==> src/rtl/dds_pkg.sv <==
package dds_pkg;
  localparam int WORD_W = 16;
  localparam int ACC_W  = 28;
  localparam int HALF_W = ACC_W / 2;
  localparam int PH_W   = 12;
  localparam int DAC_W  = 10;
  localparam int NCH    = 2;

  typedef struct packed {
    logic pairMode;
    logic upperSel;
    logic freqSel;
    logic phaseSel;
    logic accClear;
    logic accFreeze;
    logic dacBlank;
    logic sqEnable;
    logic sqDirect;
    logic triMode;
  } cfg_t;

  typedef struct packed {
    logic [NCH-1:0]    ldLo;
    logic [NCH-1:0]    ldHi;
    logic [NCH-1:0]    ldPh;
    logic [HALF_W-1:0] data;
  } strobe_t;
endpackage

==> src/rtl/dds_ctrl.sv <==
module dds_ctrl
  import dds_pkg::*;
(
  input  logic              clk,
  input  logic              rstN,
  input  logic              wrEn,
  input  logic [WORD_W-1:0] wrWord,
  output cfg_t              cfg,
  output strobe_t           stb
);
  logic [1:0] target;
  logic       upperNext;
  logic       isFreq;

  assign target = wrWord[WORD_W-1 -: 2];
  assign isFreq = (target == 2'b01) || (target == 2'b10);

  always_comb begin
    stb      = '0;
    stb.data = wrWord[HALF_W-1:0];
    if (wrEn) begin
      if (isFreq) begin
        if (cfg.pairMode) begin
          if (upperNext) stb.ldHi[target[1]] = 1'b1;
          else           stb.ldLo[target[1]] = 1'b1;
        end else if (cfg.upperSel) begin
          stb.ldHi[target[1]] = 1'b1;
        end else begin
          stb.ldLo[target[1]] = 1'b1;
        end
      end else if (target == 2'b11) begin
        stb.ldPh[wrWord[HALF_W-1]] = 1'b1;
      end
    end
  end

  always_ff @(posedge clk or negedge rstN) begin
    if (!rstN) begin
      cfg       <= '0;
      upperNext <= 1'b0;
    end else if (wrEn) begin
      if (target == 2'b00) begin
        cfg.pairMode  <= wrWord[13];
        cfg.upperSel  <= wrWord[12];
        cfg.freqSel   <= wrWord[11];
        cfg.phaseSel  <= wrWord[10];
        cfg.accClear  <= wrWord[8];
        cfg.accFreeze <= wrWord[7];
        cfg.dacBlank  <= wrWord[6];
        cfg.sqEnable  <= wrWord[5];
        cfg.sqDirect  <= wrWord[3];
        cfg.triMode   <= wrWord[1];
        upperNext     <= 1'b0;
      end else if (isFreq && cfg.pairMode) begin
        upperNext <= ~upperNext;
      end
    end
  end

  // a configuration write lands in the register on the next edge
  p_ctrl_load_r1: assert property (@(posedge clk) disable iff (!rstN)
    (wrEn && wrWord[15:14] == 2'b00) |=>
      (cfg.triMode == $past(wrWord[1]) && cfg.freqSel == $past(wrWord[11])));

  // at most one tuning-word half is loaded per write
  p_one_load_r2: assert property (@(posedge clk) disable iff (!rstN)
    $onehot0({stb.ldLo, stb.ldHi}));
endmodule

==> src/rtl/dds_datapath.sv <==
module dds_datapath
  import dds_pkg::*;
(
  input  logic             clk,
  input  logic             rstN,
  input  cfg_t             cfg,
  input  strobe_t          stb,
  output logic [PH_W-1:0]  phaseOut,
  output logic [DAC_W-1:0] dacOut,
  output logic             sqOut
);
  logic [ACC_W-1:0] freqReg  [NCH];
  logic [PH_W-1:0]  phaseReg [NCH];
  logic [ACC_W-1:0] acc;
  logic [ACC_W-1:0] freqCur;
  logic [PH_W-1:0]  phaseSum;
  logic [DAC_W-1:0] triCode, stubCode, dacNext;
  logic             prevMsb, halfSq, halfNext, msbRise;

  for (genvar g = 0; g < NCH; g++) begin : g_chan
    always_ff @(posedge clk or negedge rstN) begin
      if (!rstN) begin
        freqReg[g]  <= '0;
        phaseReg[g] <= '0;
      end else begin
        if (stb.ldLo[g]) freqReg[g][HALF_W-1:0]     <= stb.data;
        if (stb.ldHi[g]) freqReg[g][ACC_W-1:HALF_W] <= stb.data;
        if (stb.ldPh[g]) phaseReg[g]                <= stb.data[PH_W-1:0];
      end
    end
  end

  assign freqCur = freqReg[cfg.freqSel];

  always_ff @(posedge clk or negedge rstN) begin
    if (!rstN)               acc <= '0;
    else if (cfg.accClear)   acc <= '0;
    else if (!cfg.accFreeze) acc <= acc + freqCur;
  end

  assign phaseSum = acc[ACC_W-1 -: PH_W] + phaseReg[cfg.phaseSel];
  assign stubCode = phaseSum[PH_W-1 -: DAC_W];
  assign triCode  = phaseSum[PH_W-1] ? ~phaseSum[PH_W-2 -: DAC_W]
                                     :  phaseSum[PH_W-2 -: DAC_W];

  always_comb begin
    if (cfg.dacBlank || cfg.sqEnable) dacNext = '0;
    else if (cfg.triMode)             dacNext = triCode;
    else                              dacNext = stubCode;
  end

  assign msbRise  = phaseSum[PH_W-1] & ~prevMsb;
  assign halfNext = halfSq ^ msbRise;

  always_ff @(posedge clk or negedge rstN) begin
    if (!rstN) begin
      phaseOut <= '0;
      dacOut   <= '0;
      sqOut    <= 1'b0;
      prevMsb  <= 1'b0;
      halfSq   <= 1'b0;
    end else begin
      phaseOut <= phaseSum;
      dacOut   <= dacNext;
      prevMsb  <= phaseSum[PH_W-1];
      halfSq   <= halfNext;
      sqOut    <= cfg.sqEnable ? (cfg.sqDirect ? phaseSum[PH_W-1] : halfNext) : 1'b0;
    end
  end

  p_acc_hold_r7: assert property (@(posedge clk) disable iff (!rstN)
    cfg.accClear |=> (acc == '0));

  p_acc_freeze_r8: assert property (@(posedge clk) disable iff (!rstN)
    (cfg.accFreeze && !cfg.accClear) |=> $stable(acc));

  p_acc_step_r5: assert property (@(posedge clk) disable iff (!rstN)
    (!cfg.accFreeze && !cfg.accClear) |=> (acc == ACC_W'($past(acc) + $past(freqCur))));

  p_dac_blank_r9: assert property (@(posedge clk) disable iff (!rstN)
    (cfg.dacBlank || cfg.sqEnable) |=> (dacOut == '0));

  p_sq_off_r11: assert property (@(posedge clk) disable iff (!rstN)
    !cfg.sqEnable |=> !sqOut);
endmodule

==> src/rtl/dds_core.sv <==
module dds_core
  import dds_pkg::*;
(
  input  logic              clk,
  input  logic              rstN,
  input  logic              wrEn,
  input  logic [WORD_W-1:0] wrWord,
  output logic [PH_W-1:0]   phaseOut,
  output logic [DAC_W-1:0]  dacOut,
  output logic              sqOut
);
  cfg_t    cfg;
  strobe_t stb;

  dds_ctrl u_ctrl (
    .clk(clk), .rstN(rstN), .wrEn(wrEn), .wrWord(wrWord),
    .cfg(cfg), .stb(stb)
  );

  dds_datapath u_dp (
    .clk(clk), .rstN(rstN), .cfg(cfg), .stb(stb),
    .phaseOut(phaseOut), .dacOut(dacOut), .sqOut(sqOut)
  );
endmodule

==> config.mk <==
export PLATFORM = sky130hd
export DESIGN_NAME = dds_core
export DESIGN_NICKNAME = d
export VERILOG_FILES = /design/src/rtl/dds_pkg.sv /design/src/rtl/dds_ctrl.sv /design/src/rtl/dds_datapath.sv /design/src/rtl/dds_core.sv
export SDC_FILE = /design/constraint.sdc
export NUM_CORES = 1
export LEC_CHECK = 0
export BUFFER_PORTS_ARGS = -buffer_cell sky130_fd_sc_hd__buf_2
export CAP_MARGIN = 20
export CORE_ASPECT_RATIO = 0.6
export CORE_MARGIN = 2
export CORE_UTILIZATION = 35
export DETAILED_ROUTE_END_ITERATION = 10
export SLEW_MARGIN = 10
export SYNTH_ARGS = -nofsm -noshare
export SYNTH_HDL_FRONTEND = slang
export SYNTH_SLANG_ARGS = --single-unit
==> constraint.sdc <==
create_clock -name clk -period 3.4 [get_ports clk]
set_input_delay 0 -clock clk [delete_from_list [all_inputs] [get_ports clk]]
set_output_delay 0 -clock clk [all_outputs]
set_load 0.05 [all_outputs]
## After elaboration in Yosys (flattened, before gate mapping)

Cells that the tools add are included.

| word-level totals | value |
|---|---|
| latch bits | 0 |
| flip-flop bits (word level) | 144 |
| memory bits (writable) | 0 |
| logic and storage cells | 79 |
| bits in read-only memories | 0 |
| output and inout port bits | 23 |
| memories kept | 0 |
| input port bits | 19 |

| operators by class | value |
|---|---|
| bitwise operators | 7 |
| $add $sub $neg | 2 |
| shift-type cells | 0 |
| order comparisons | 6 |
| reduce and logical (&&, ||, !) cells | 9 |
| equality and inequality tests | 4 |
| $mul | 0 |
| div/mod/pow operators | 0 |
| multiplexer cells | 28 |

Operator list:

| cell | number |
|---|---|
| 2-to-1 mux 28 bit | 5 |
| 2-to-1 mux 12 bit | 3 |
| 2-to-1 mux 10 bit | 3 |
| adder 28 bit | 1 |
| adder 12 bit | 1 |
| 2-to-1 mux 2 bit | 6 |
| inverter 10 bit | 1 |
| 2-to-1 mux 4 bit | 2 |
| 2-to-1 mux 1 bit | 6 |
| 2-to-1 mux 6 bit | 1 |
| equality test 2 bit (second input constant) | 2 |
| >= comparator 2 bit (second input constant) | 2 |
| less-than comparator 1 x 2 -> 1 bit (second input constant) | 2 |
| inverter 1 -> 2 bit | 2 |
| AND reduction 2 bit | 2 |
| logical AND 1 bit | 3 |
| demux 1 bit (select 1 bit) | 2 |
| equality test 2 x 1 -> 1 bit (second input constant) | 1 |
| >= comparator 1 bit (second input constant) | 2 |
| zero test 2 bit | 1 |
| logical OR 1 bit | 2 |
| inequality test 2 x 1 -> 1 bit (second input constant) | 1 |
| inverter 1 bit | 2 |
| nonzero test 2 bit | 1 |
| 2 further kinds | 2 |

## Logic depth before layout (Yosys ltp)

| logic depth | value |
|---|---|
| word-level depth | 9 |
| mapped depth | 12 |
| mapped depth without buffers | 11 |

## Cells and area by module

A second synthesis with hierarchy kept.

| second synthesis, totals | value |
|---|---|
| cells, all modules | 722 |
| area, all modules | 7970.1 µm² |

By module, submodules not included:

| module | area an instance (µm²) | times used | cells each |
|---|---|---|---|
| dds_datapath | 7340.8 | 1 | 666 |
| dds_ctrl | 629.4 | 1 | 56 |

## Least setup slack after synthesis

Ideal clock, no wire load.

| timing | value |
|---|---|
| kind | register to register |
| start | reg u_ctrl.cfg[7] (netlist name) |
| end | reg u_dp.acc[25] |
| path buffers | 3 |
| library setup time | 122 ps |
| data arrival time | 3329 ps |
| setup slack | -51 ps |
| required time | 3278 ps |
| cell stages (with the launch flop) | 13 |
| path through | dfrtp_1 > clkbuf_1 > buf_1 > mux2_2 > ha_1 > buf_2 > a21o_1 > a21o_1 > a211o_1 > o32ai_2 > nor3_1 > or3_1 > a32o_1 |

| on the way | value |
|---|---|
| longest elaborated chain between the ends | 7 |

RTL lines:

| what | line | RTL |
|---|---|---|
| inverter 1 -> 2 bit (not written as such) | dds_datapath.sv:33 | `assign freqCur = freqReg[cfg.freqSel];` |
| 2-to-1 mux 28 bit (not written as such) (3 in a row) | dds_datapath.sv:33 |  |
| adder 28 bit | dds_datapath.sv:38 | `else if (!cfg.accFreeze) acc <= acc + freqCur;` |
| 2-to-1 mux 28 bit | dds_datapath.sv:38 |  |
| 2-to-1 mux 28 bit | dds_datapath.sv:37 | `else if (cfg.accClear) acc <= '0;` |
| end signal: assignment | dds_datapath.sv:38 |  |
| end: declaration | dds_datapath.sv:14 | `logic [ACC_W-1:0] acc;` |

No other way between the ends. The select of a mux whose other input is x is not followed.
A chain may end at the register's enable or synchronous reset.

## Worst setup path in the final report

| timing | value |
|---|---|
| start | reg u_ctrl.cfg[7] (netlist name) |
| end | reg u_dp.acc[24] |

| on the way | value |
|---|---|
| longest elaborated chain between the ends | 7 |

RTL lines:

| what | line |
|---|---|
| inverter 1 -> 2 bit (not written as such) | dds_datapath.sv:33 |
| 2-to-1 mux 28 bit (not written as such) (3 in a row) | dds_datapath.sv:33 |
| adder 28 bit | dds_datapath.sv:38 |
| 2-to-1 mux 28 bit | dds_datapath.sv:38 |
| 2-to-1 mux 28 bit | dds_datapath.sv:37 |

No other way between the ends. The select of a mux whose other input is x is not followed.

==> impl_metrics.tcl <==
set metrics [dict create \
    status "finished, final reports clean" \
    slew_violations 0 \
    num_antenna_cells 0 \
    cts_buffer_depth 2 \
    r2r_cells 10 \
    netlist_instances 714 \
    whs_ns 0.0119 \
    synthFlopType "dfrtp_1" \
    area_delta_synth_final_pct 19.8 \
    end_kind "flop" \
    wl_mm 20.5 \
    cp-start-kind "flop" \
    vias_per_cell 5.24 \
    track_usage_pct 17.9 \
    syn_area_per_cell_um2 11.2 \
    maxCapViolations 0 \
    slew_headroom_pct 39.7 \
    fill_cells 2084 \
    worstPathMaxFanout 13 \
    fin_crit_sh_pct 94.8 \
    gp_congestion 0.901 \
    io_pins 42 \
    rsz0062_at_grt "false" \
    dr.pass1.iters 5 \
    grt.overflow.total 0 \
    start_util_pct 36.0 \
    cp_slowest_cell "or4b_2" \
    route.vias.total 5823 \
    r2r-start "u_ctrl.cfg[7]$_DFFE_PN0P_" \
    core_area_um2 22200 \
    hold_viol 0 \
    cpMostUsedCell "a21oi_1" \
    finClkSkew_ns 0.0104 \
    slowest_delay_ns 0.63 \
    die_area_um2 24100 \
    rr_endpoint "u_dp.acc[24]$_DFFE_PN0P_" \
    ys_async_sr_fraction_pct 100 \
    setup_violations 0 \
    postRouteAntennaNets 0 \
    critPathArrivalTime_ns 3.56 \
    fin_crit_ns 3.22 \
    leakagePower_nw 4.35 \
    antenna_found_initial 0 \
    clock_sink_count 143 \
    h-tree-depth 4 \
    port_buffers 41 \
    synth_area_um2 8000 \
    fp.dieW_um 199 \
    finalNonFillerCells 1111 \
    die_h_um 121 \
    cts_buffers 17 \
    crit_path_end "u_dp.acc[24]$_DFFE_PN0P_" \
    synth_edf_count 0 \
    rows 42 \
    ys_seq_area_share_pct 44.7 \
    wl_per_cell_um 18.5 \
    critPathRequiredTime_ns 3.74 \
    powerDensity_nw_per_um2 1060 \
    cts_tree "yes" \
    clock.fmax_ghz 0.310 \
    grt_max_degree 96 \
    place_inst 1059 \
    synthDistinctLibCells 69 \
    hold_class "input port to flop" \
    critical_path_class "flop to flop" \
    r2r_slack_ns 0.18 \
    clk_latency_ns 0.43 \
    crit_chain "buf_12 -> mux2_2 -> ha_1 -> a21oi_1 -> o21bai_1 -> a21o_1 -> a21oi_1 -> o221ai_1 -> or4b_2 -> o211ai_1" \
    dpl.hpwl_mm 14.7 \
    grt_pass1_wl_mm 32.2 \
    hold_start "wrWord[14]" \
    final_nets 851 \
    critPathLaunch "u_ctrl.cfg[7]$_DFFE_PN0P_" \
    synth_warnings 0 \
    grt_pass1_vias 5456 \
    drt_iter0_drc 484 \
    worstMarginPinSlew_ns 0.905 \
    clk_pin_slew_worst_paths_ns 0.07 \
    drc 0 \
    syn-num-nets 775 \
    drive_gt1_share_pct 31.1 \
    ys_ff_latch 143 \
    cts_root_buf "clkbuf_16" \
    max-vdd-ir-drop_uv 441 \
]
[critical path, delay by kind of cell, from the launching register on]
| kind | cells | cell delay (ns) |
|---|---|---|
| AOI/OAI and AO/OA | 6 | 1.22 |
| adders and majority gates | 1 | 0.31 |
| buffers and inverters | 1 | 0.18 |
| DFF | 1 | 0.42 |
| muxes | 1 | 0.38 |
| and+or+nand+nor | 1 | 0.63 |
[cells in the mapped netlist, types with 5 or more instances]
| library cell | instances | share of area [%] |
|---|---|---|
| dfrtp_1 | 143 | 45 |
| xnor2_1 | 18 | 2.0 |
| ha_1 | 40 | 6.3 |
| a21o_1 | 17 | 1.6 |
| inv_1 | 21 | 0.99 |
| buf_1 | 7 | 0.33 |
| mux2_2 | 129 | 18 |
| nand2_1 | 33 | 1.5 |
| o21a_1 | 7 | 0.66 |
| and2_1 | 5 | 0.39 |
| mux2i_1 | 7 | 0.88 |
| nor2_1 | 34 | 1.6 |
| a211oi_1 | 5 | 0.47 |
| a21oi_1 | 45 | 2.8 |
| or3_1 | 7 | 0.55 |
| nor4_1 | 5 | 0.39 |
| o21bai_1 | 5 | 0.47 |
| nor3_1 | 14 | 0.88 |
| nand4_1 | 5 | 0.39 |
| or4_1 | 5 | 0.47 |
| o211ai_1 | 5 | 0.47 |
| a31oi_1 | 6 | 0.47 |
| clkbuf_1 | 22 | 1.0 |
| nor2b_1 | 5 | 0.39 |
| xor2_1 | 15 | 1.6 |
| o21ai_0 | 31 | 1.9 |
| a22o_1 | 6 | 0.66 |
| nand3_1 | 11 | 0.69 |
[registers in the layout, indices dropped and copies added, names as in the netlist]
signal / count
u_ctrl.cfg: 10
u_ctrl.upperNext: 1
u_dp.sqOut: 1
u_dp.freqReg: 56
u_dp.halfSq: 1
u_dp.phaseReg: 24
u_dp.acc: 28
u_dp.phaseOut: 12
u_dp.dacOut: 10
[repair_timing]
action	CTS	global route
endpoints found under the hold margin	185	0
hold buffers	16	0
gates resized for setup	2	4
endpoints found under the setup margin	2	8
gates cloned	0	1
buffers inserted	0	2
[power breakdown]
group          total [W]  internal (W)  switching, W  leakage, nW
registers        0.00281       0.00241      0.000401         1.76
clock network    0.00203       0.00127      0.000759        0.307
logic            0.00530       0.00227       0.00303         2.28
[logic make-up after synthesis]
| logic type | Yosys count | share of synthesized area, % |
|---|---|---|
| AO/OA/AOI/OAI | 161 | 13.7 |
| XOR/XNOR | 33 | 3.61 |
| adder cells (fa/ha/maj) | 42 | 6.76 |
| buffers and inverters | 53 | 2.64 |
| flip-flops | 143 | 44.7 |
| multiplexers | 136 | 19.0 |
| AND/OR/NAND/NOR | 146 | 9.49 |
[placed cells by master (no fill, tap or decap), drive strengths merged, types with 6 or more instances in the layout]
cell,instances
dfrtp,143
mux2,129
buf,72
a21oi,45
ha,40
nor2,34
nand2,33
o21ai,31
inv,24
clkbuf,21
xnor2,18
a21o,17
dlygate4sd3,16
xor2,15
nor3,14
nand3,11
mux2i,7
or3,7
o21a,7
a22o,6
a211oi,6
a31oi,6
nand4,6
[per-stage QoR]
stage | area [um^2] | utilization (%) | total power [W] | TNS [ns] | setup slack (ns)
detailed placement | 8720 | 39.2 | 0.00794 | -0.122 | -0.0784
CTS | 9520 | 42.8 | 0.0100 | 0 | 0.0331
floorplan | 8000 | - | 0.00660 | 0 | 0.0753
global placement | 8720 | 39.2 | 0.00791 | -0.0574 | -0.0316
global route | 9590 | 43.1 | 0.0108 | 0 | 0.00516
finish | 9590 | 43.1 | 0.0101 | 0 | 0.175
[layout make-up]
cell class | instances | area [um^2] | share of cell area (%)
Sequential cell | 143 | 3580 | 37.3
Tap cell | 308 | 385 | 4.02
Timing Repair Buffer | 89 | 658 | 6.86
Inverter | 21 | 78.8 | 0.822
Multi-Input combinational cell | 518 | 4250 | 44.3
Clock buffer | 20 | 457 | 4.76
Clock inverter | 12 | 180 | 1.88
[worst min-delay path by stage]
stage / endpoint / slack (ns) / cells past startpoint
CTS: u_ctrl.upperNext$_DFFE_PN0P_ / 0.0004 / 4
detailed placement: u_dp.phaseOut[7]$_DFF_PN0_ / 0.14 / 1
global route: u_ctrl.upperNext$_DFFE_PN0P_ / 0.04 / 4
finish: u_ctrl.upperNext$_DFFE_PN0P_ / 0.01 / 4
floorplan: u_ctrl.cfg[0]$_DFFE_PN0P_ / -0.30 / 0
global placement: u_dp.phaseOut[7]$_DFF_PN0_ / 0.14 / 1
[routing by layer]
metal  GRT usage, %  vias to the layer above  share of wire (%)
li1               -                     2806                  -
met1           30.3                     2848                 57
met2           20.2                      159                 34
met3           6.50                       10                7.8
met4           3.64                        0               0.67
met5              0                        -                  0
Power figures use the tool's default switching activity.
